$ cat src/rtl/cnt_pkg.sv
// Shared types for the reloading down-counter.
package cnt_pkg;
    // Count-source selection carried in control bits 1:0.
    typedef enum logic [1:0] {
        MODE_TIMER    = 2'b00,
        MODE_PULSEGEN = 2'b01,
        MODE_EVENT    = 2'b10,
        MODE_WIDTH    = 2'b11
    } cnt_mode_e;
endpackage

$ cat src/rtl/cnt_pin_sync.sv
// Synchronizes the asynchronous counter pin and flags its rising edges.
// Assumes STAGES >= 2. The pin idles high, so every flop resets to 1
// and no edge is reported out of reset.
module cnt_pin_sync #(
    parameter int STAGES = 2
) (
    input  logic clk,
    input  logic rst_n,
    input  logic pin,
    output logic level,
    output logic rise
);
    logic [STAGES-1:0] sh_q;
    logic              prev_q;

    // Shift the pin through the synchronizer chain and keep one old value.
    always_ff @(posedge clk) begin
        if (!rst_n) begin
            sh_q   <= '1;
            prev_q <= 1'b1;
        end else begin
            sh_q   <= {sh_q[STAGES-2:0], pin};
            prev_q <= sh_q[STAGES-1];
        end
    end

    assign level = sh_q[STAGES-1];
    assign rise  = sh_q[STAGES-1] & ~prev_q;
endmodule

$ cat src/rtl/cnt_enable.sv
// Picks the per-cycle count enable from the mode field.
// Assumes level and rise are already synchronous to clk.
module cnt_enable
    import cnt_pkg::*;
(
    input  cnt_mode_e mode,
    input  logic      tick,
    input  logic      level,
    input  logic      rise,
    output logic      en
);
    // Map each mode to its count source.
    always_comb begin
        case (mode)
            MODE_TIMER, MODE_PULSEGEN: en = tick;
            MODE_EVENT:                en = rise;
            MODE_WIDTH:                en = tick & ~level;
            default:                   en = 1'b0;
        endcase
    end
endmodule

$ cat src/rtl/cnt_core.sv
// Counter, reload latch and overflow flag.
// Assumes the strobes are one-hot. The preset strobe also writes the upper
// latch byte. A preset overrides a count step, and a wrap overrides a clear.
module cnt_core #(
    parameter int DW = 8,
    parameter int CW = 16
) (
    input  logic          clk,
    input  logic          rst_n,
    input  logic          wr_latch_hi,
    input  logic          wr_latch_lo,
    input  logic          wr_preset,
    input  logic [DW-1:0] wdata,
    input  logic          en,
    input  logic          clr,
    output logic [CW-1:0] cnt_q,
    output logic          wrap,
    output logic          ovf_q
);
    logic [CW-1:0] latch_q;

    assign wrap = en & ~wr_preset & (cnt_q == '0);

    // Byte-wise latch updates; the preset offset also writes the upper byte.
    always_ff @(posedge clk) begin
        if (!rst_n) begin
            latch_q <= '0;
        end else begin
            if (wr_latch_hi || wr_preset) latch_q[CW-1:DW] <= wdata;
            if (wr_latch_lo)              latch_q[DW-1:0]  <= wdata;
        end
    end

    // Preset from the latch, otherwise step down or reload on wrap.
    always_ff @(posedge clk) begin
        if (!rst_n) begin
            cnt_q <= '0;
        end else if (wr_preset) begin
            cnt_q <= {wdata, latch_q[DW-1:0]};
        end else if (en) begin
            if (cnt_q == '0) cnt_q <= latch_q;
            else             cnt_q <= cnt_q - 1'b1;
        end
    end

    // Overflow flag: set on wrap, cleared by the clear strobe, set wins.
    always_ff @(posedge clk) begin
        if (!rst_n)    ovf_q <= 1'b0;
        else if (wrap) ovf_q <= 1'b1;
        else if (clr)  ovf_q <= 1'b0;
    end
endmodule

$ cat src/rtl/cnt_latch_top.sv
// Bus-attached reloading down-counter: address decode, control register,
// read-back mux, pulse output and interrupt. Assumes DW >= 8 so that the
// control bit positions exist, and a one-cycle write strobe.
module cnt_latch_top
    import cnt_pkg::*;
#(
    parameter int DW           = 8,
    parameter int AW           = 8,
    parameter int OFF_LATCH_HI = 'h84,
    parameter int OFF_LATCH_LO = 'h85,
    parameter int OFF_CNT_HI   = 'h86,
    parameter int OFF_CNT_LO   = 'h87,
    parameter int OFF_CLEAR    = 'h88,
    parameter int OFF_CTRL     = 'h8F,
    parameter int SYNC_STAGES  = 2
) (
    input  logic          clk,
    input  logic          rst_n,
    input  logic          tick,
    input  logic [AW-1:0] bus_addr,
    input  logic          bus_wr,
    input  logic          bus_rd,
    input  logic [DW-1:0] bus_wdata,
    output logic [DW-1:0] bus_rdata,
    input  logic          cnt_pin_in,
    output logic          cnt_pin_out,
    output logic          irq_cnt
);
    localparam int          CW      = 2 * DW;
    localparam int          BIT_OVF = 7;
    localparam int          BIT_IE  = 4;
    localparam logic [AW-1:0] A_LHI = AW'(OFF_LATCH_HI);
    localparam logic [AW-1:0] A_LLO = AW'(OFF_LATCH_LO);
    localparam logic [AW-1:0] A_CHI = AW'(OFF_CNT_HI);
    localparam logic [AW-1:0] A_CLO = AW'(OFF_CNT_LO);
    localparam logic [AW-1:0] A_CLR = AW'(OFF_CLEAR);
    localparam logic [AW-1:0] A_CTL = AW'(OFF_CTRL);

    cnt_mode_e     mode_q;
    logic          ie_q;
    logic          pin_out_q;
    logic          pin_level, pin_rise, en, wrap, ovf_q;
    logic          wr_latch_hi, wr_latch_lo, wr_preset, clr;
    logic [CW-1:0] cnt_q;
    logic [DW-1:0] rd_mux;

    assign wr_latch_hi = bus_wr && (bus_addr == A_LHI);
    assign wr_latch_lo = bus_wr && (bus_addr == A_LLO);
    assign wr_preset   = bus_wr && (bus_addr == A_CHI);
    assign clr         = bus_wr && (bus_addr == A_CLR);

    cnt_pin_sync #(.STAGES(SYNC_STAGES)) u_sync (
        .clk   (clk),
        .rst_n (rst_n),
        .pin   (cnt_pin_in),
        .level (pin_level),
        .rise  (pin_rise)
    );

    cnt_enable u_en (
        .mode  (mode_q),
        .tick  (tick),
        .level (pin_level),
        .rise  (pin_rise),
        .en    (en)
    );

    cnt_core #(.DW(DW), .CW(CW)) u_core (
        .clk         (clk),
        .rst_n       (rst_n),
        .wr_latch_hi (wr_latch_hi),
        .wr_latch_lo (wr_latch_lo),
        .wr_preset   (wr_preset),
        .wdata       (bus_wdata),
        .en          (en),
        .clr         (clr),
        .cnt_q       (cnt_q),
        .wrap        (wrap),
        .ovf_q       (ovf_q)
    );

    // Control register: mode field and interrupt enable.
    always_ff @(posedge clk) begin
        if (!rst_n) begin
            mode_q <= MODE_TIMER;
            ie_q   <= 1'b0;
        end else if (bus_wr && (bus_addr == A_CTL)) begin
            mode_q <= cnt_mode_e'(bus_wdata[1:0]);
            ie_q   <= bus_wdata[BIT_IE];
        end
    end

    // Pulse output flips on each wrap in pulse generator mode only.
    always_ff @(posedge clk) begin
        if (!rst_n)                              pin_out_q <= 1'b0;
        else if (wrap && mode_q == MODE_PULSEGEN) pin_out_q <= ~pin_out_q;
    end

    // Read-back mux; latch and clear offsets read as zero.
    always_comb begin
        rd_mux = '0;
        case (bus_addr)
            A_CHI: rd_mux = cnt_q[CW-1:DW];
            A_CLO: rd_mux = cnt_q[DW-1:0];
            A_CTL: begin
                rd_mux[1:0]     = mode_q;
                rd_mux[BIT_IE]  = ie_q;
                rd_mux[BIT_OVF] = ovf_q;
            end
            default: rd_mux = '0;
        endcase
    end

    assign bus_rdata   = bus_rd ? rd_mux : '0;
    assign cnt_pin_out = pin_out_q;
    assign irq_cnt     = ovf_q & ie_q;
endmodule

$ cat config.mk
export PLATFORM = sky130hd
export DESIGN_NAME = cnt_latch_top
export DESIGN_NICKNAME = d
export VERILOG_FILES = /design/src/rtl/cnt_pkg.sv /design/src/rtl/cnt_pin_sync.sv /design/src/rtl/cnt_enable.sv /design/src/rtl/cnt_core.sv /design/src/rtl/cnt_latch_top.sv
export SDC_FILE = /design/constraint.sdc
export NUM_CORES = 1
export LEC_CHECK = 0
export BUFFER_PORTS_ARGS = -buffer_cell sky130_fd_sc_hd__buf_2
export CAP_MARGIN = 20
export CORE_MARGIN = 4
export CORE_UTILIZATION = 45
export CTS_CLUSTER_DIAMETER = 80
export DETAILED_ROUTE_END_ITERATION = 6
export GPL_ROUTABILITY_DRIVEN = 0
export PLACE_DENSITY = 0.73
export SETUP_SLACK_MARGIN = 0.05
export SLEW_MARGIN = 10
export SYNTH_ARGS = -nofsm -noshare
export SYNTH_HDL_FRONTEND = slang
export SYNTH_SLANG_ARGS = --single-unit
$ cat constraint.sdc
create_clock -name clk -period 4.8 [get_ports clk]
set_clock_uncertainty 0.1 [all_clocks]
set_input_delay 0.72 -clock clk [delete_from_list [all_inputs] [get_ports clk]]
set_output_delay 0.72 -clock clk [all_outputs]
set_load 0.1 [all_outputs]
* Word level (Yosys, flattened, before mapping)
Index checks and enable logic that the tools add are counted.
** Word-level totals
- Bits in registers :: 40
- Bits of input ports :: 22
- Output and inout port bits :: 10
- Logic and storage cells :: 52
** Cells by class
- Add/sub/neg operators :: 1
- Eq/ne operators :: 9
- Muxes and demuxes :: 12
- Bitwise logic cells :: 9
- Reductions and logical operators :: 12
** Operator list (number)
- equality test 8 bit, second input constant :: 6
- 2-to-1 mux 16 bit :: 3
- logical NOT 16 bit :: 1
- subtractor 16 x 1 -> 16 bit, second input constant :: 1
- one-hot mux 1 bit (3 select lines) :: 3
- 2-to-1 mux 8 bit :: 1
- one-hot mux 2 bit (2 select lines) :: 2
- logical AND 1 bit :: 6
- one-hot mux 2 bit (3 select lines) :: 1
- bitwise AND 1 bit :: 5
- equality test 2 bit, second input constant :: 2
- NOT 1 bit :: 4
- nonzero test 2 bit :: 2
- equality test 2 x 1 -> 1 bit, second input constant :: 1
- logical NOT 2 bit :: 1
- 2-to-1 mux 1 bit :: 2
- OR reduction 2 bit :: 1
- logical OR 1 bit :: 1

* Logic depth before layout (Yosys ltp)
- Word-level depth :: 6
- Mapped depth :: 8

* By module
From an unflattened synthesis, not the netlist that was laid out.
** Unflattened totals
- Cell total of the unflattened synthesis :: 301
- Area total of the unflattened synthesis :: 2504.9 um^2
** Modules (own cells, without submodules)
- cnt_core :: times used 1, cells each 237, area an instance 1944.4 um^2, seq. area each 660.6 um^2
- cnt_latch_top :: times used 1, cells each 54, area an instance 449.2 um^2, seq. area each 80.1 um^2
- cnt_pin_sync :: times used 1, cells each 7, area an instance 92.6 um^2, seq. area each 60.1 um^2
- cnt_enable :: times used 1, cells each 3, area an instance 18.8 um^2, seq. area each 0.0 um^2

* Worst setup path after synthesis
Ideal clock, no wire load.
- Kind :: input-to-output
- Start point :: in bus_addr[5]
- End point :: out bus_rdata[2]
- Arrival time :: 3574 ps
- Required time :: 3980 ps
- Slack :: 406 ps
- Stages on the path :: 7
- Path buffers :: 2
- Cells stage by stage :: or4b_1 clkbuf_1 nor3b_1 and3b_1 clkbuf_1 a22oi_1 nor2b_1
** Between the ends
- Longest elaborated chain between the ends :: 3
- Elaborated cells between the ends (all ways) :: 4
- Classes of those cells :: eq/ne: 2; mux: 2
** Ends and longest elaborated chain
- from (decl) :: RTL line cnt_latch_top.sv:20 : input logic [AW-1:0] bus_addr,
- equality test 8 bit :: RTL line cnt_latch_top.sv:102 : case (bus_addr)
- one-hot mux 2 bit (2 select lines) * :: RTL line cnt_latch_top.sv:102
- 2-to-1 mux 8 bit * :: RTL line cnt_latch_top.sv:114 : assign bus_rdata = bus_rd ? rd_mux : '0;
- to (decl) :: RTL line cnt_latch_top.sv:24 : output logic [DW-1:0] bus_rdata,
Mark *: on every way between the ends. The rest lies on a longest branch, timed or not.

* Final worst setup path
- Start point :: in bus_addr[5]
- End point :: out bus_rdata[6]
Same word-level chain as after synthesis.

==> impl_metrics.toml <==
[cells_and_area]
layout_common_cells = "dfxtp_1 (40), nor2_1 (38), buf_2 (31)"
layout_commonest_cell = "dfxtp_1"
syn2layout_area_growth_pct = 10.0
final_core_util = 0.527
antenna_cells = 0
drive_gt1_frac = 0.182
design_area_mm2 = 0.00256
fin_nets = 314
seqCellArea_um2 = 801
fillerInstances = 477
multi_input_comb_area_mm2 = 0.00139

[yosys]
async_reset_ff_frac = 0
synth_xor_area_frac = 0.0188
synth_seq_area_share = 0.344
synth_top_family_by_area = "simple AND/OR/NAND/NOR gates"
netlist_area_mm2 = 0.00232
syn_inst = 275
synthSimpleGateAreaFrac = 0.278
yosys_warnings = 0
syn_nets = 299
synth_compound_area_frac = 0.207
synth.distinct_cells = 57
synth_edf_count = 0
synthMuxAreaShare = 0.0818
syn_area_per_cell_um2 = 8.45
synthFlopType = "dfxtp_1"
synth_fa_ha_area_frac = 0.0108
yosys_register_bits = 40
synth_top_cell_by_area = "dfxtp_1"
netlist.area_leader.share = 0.344
synth.area.top_cells = "dfxtp_1 (34%), mux2i_1 (8.2%), nor2_1 (6.1%)"

[worst_setup_path]
cpMostUsedCell = "buf_2"
r2r-end = "u_core.cnt_q[4]$_SDFFE_PN0P_"
critPathBufInv = 2
cp_slowest_stage_delay_ns = 0.62
startpoint_type = "primary input"
worst-r2r-setup-slack_ns = 2.17
slowest_stage = "or4b_1"
regToRegStartpoint = "mode_q[1]$_SDFFE_PN0P_"
cp-end-kind = "output pin"
crit_type = "primary input to output pin"
crit_path_cell_trace = "buf_2, or4b_1, nor3b_1, and3b_1, a22oi_1, nor2b_1, buf_2"
reg2regPathDepth = 5
worstPathRequired_ns = 3.98
crit_path_start = "bus_addr[5]"
cp_top_family = "simple AND/OR/NAND/NOR gates"
path_max_fanout = 8
worstPathArrival_ns = 3.00

[place]
dp_hpwl_um = 4160
place_area_mm2 = 0.00246
io_buffers = 31
dp_slack_ns = 1.01

[clock_network]
cts_hold_buffers = 0
insertion_delay_ns = 0.30
htreeDepth = 2
cts_resized = 0
clk_pin_slew_ns = 0.08
cts_buffers = 5
cts_setup_buffers = 0
clk_path_buf_depth = 2
clock-sinks = 40
cts_root_buffer = "clkbuf_8"
cts_tree = "done"

[die]
start_util = 0.479
die_h_um = 79.9
ios = 32
rows = 25
dieArea_mm2 = 0.00638
die_x_um = 79.9
core_mm2 = 0.00485

[sta]
min_period_over_period = 0.795
hold_viol_final = 0
finalWorstSetupSlack_ns = 0.984
max_freq_mhz = 262
max_slew_margin = 0.272
setup_viol = 0
slew_viol_final = 0
worst_pin_slew_ns = 1.09
fin_tns_setup_ns = 0
rsz0062_at_grt = "false"
finalCriticalPeriod_ns = 3.82

[drt]
drt-pass1-iter-count = 4
route.vias.total = 2199
drtIter0Drc = 261
routed_via_density = 6.14
ant_nets = 0
avgRoutedWirePerCell_um = 17.2
wirelength_um = 6160
route.detailed.drc = 0

[grt]
grt_pass1_wl_um = 10200
grt_pass1_vias = 2083
grt_use_total = 0.206
grt_max_degree = 30
grt_overflow_total = 0
antenna_found_initial = 0

[power]
ir_drop_v = 0.000203
power_leakage_nw = 1.06
design_power_total_mw = 1.33
power.density_mw_per_mm2 = 521

[min_path]
holdPathStages = 1
hold_start = "u_sync.sh_q[0]$_SDFF_PN1_"
holdPathEnd = "u_sync.sh_q[1]$_SDFF_PN1_"
hold_path.class = "flip-flop to flip-flop"

[flow_run]
drv_cap = 0

[outcome]
outcome = "finished, final reports clean"
cells in the mapped netlist, types with 2 or more instances:
cell,number
a32oi_1,3
or4_1,3
nand4b_1,2
a31oi_1,6
a21oi_1,8
nor4b_1,3
nor2_1,38
a211o_1,2
a2111oi_2,3
o21ai_0,3
or4b_1,2
buf_6,3
or3_1,2
nor2b_1,5
nand2b_1,5
o21ai_1,4
ha_1,2
inv_1,5
and3_1,2
clkbuf_1,20
nor4_1,6
a222oi_1,4
nand3b_1,2
nand4_1,3
nand3_1,12
a22o_1,5
or4_4,2
o2bb2ai_1,5
dfxtp_1,40
a22oi_1,5
xor2_1,4
nand2_1,10
mux2i_1,19
nor3_1,10
o211ai_1,5
where the power goes:
part	internal (mW)	total (mW)	switching, mW	leakage, nW
sequential	0.387	0.481	0.0934	0.325
clock	0.115	0.232	0.118	0.0510
combinational	0.259	0.620	0.362	0.683
layout make-up:
class	instances	share of cell area
flip-flops and latches	40	0.313
clock buffers	6	0.0323
inverters	5	0.00734
clock inverters	2	0.00391
repair buffers	33	0.0665
well taps	67	0.0328
multi-input cells	205	0.544
layer usage:
metal  vias to the layer above  track usage  wire length [um]
li1                       1065            -                 -
met1                      1047        0.278              2720
met2                        81        0.329              2950
met3                         6       0.0361               411
met4                         0       0.0726                74
met5                         -            0                 0
stage by stage:
step,hold slack (ns),std cells
2_1_floorplan,0.286,275
3_3_place_gp,0.288,350
3_5_place_dp,0.296,350
4_1_cts,0.319,358
5_1_grt,0.342,358
6_report,0.315,358
flip-flops by register name, summed over array words and instances (netlist names):
| register | count |
|---|---|
| cnt_pin_out | 1 |
| ie_q | 1 |
| mode_q | 2 |
| u_core.cnt_q | 16 |
| u_core.latch_q | 16 |
| u_core.ovf_q | 1 |
| u_sync.prev_q | 1 |
| u_sync.sh_q | 2 |
how the worst max path moves through the flow:
stage,end,depth (start not counted)
2_1_floorplan,bus_rdata[2],7
3_3_place_gp,bus_rdata[6],7
3_5_place_dp,bus_rdata[6],7
4_1_cts,bus_rdata[6],7
5_1_grt,bus_rdata[6],7
6_report,bus_rdata[6],7
cell families (layout without fill, tap and decap cells):
group / after synthesis / in the layout
multiplexers: 19 / 19
buffers and inverters: 30 / 46
AND/OR/NAND/NOR: 117 / 117
XOR/XNOR: 5 / 5
flip-flops: 40 / 40
AO/OA/AOI/OAI: 62 / 62
adder cells (fa/ha/maj): 2 / 2
worst reg2reg max path: cells and delay by family (launching register included):
family	cells	cell delay [ns]
AND/OR/NAND/NOR	1	0.64
AO/OA/AOI/OAI	3	1.35
flip-flops	1	0.37
buffers and inverters	1	0.10
Note: power is estimated with default switching activity, not from simulation.
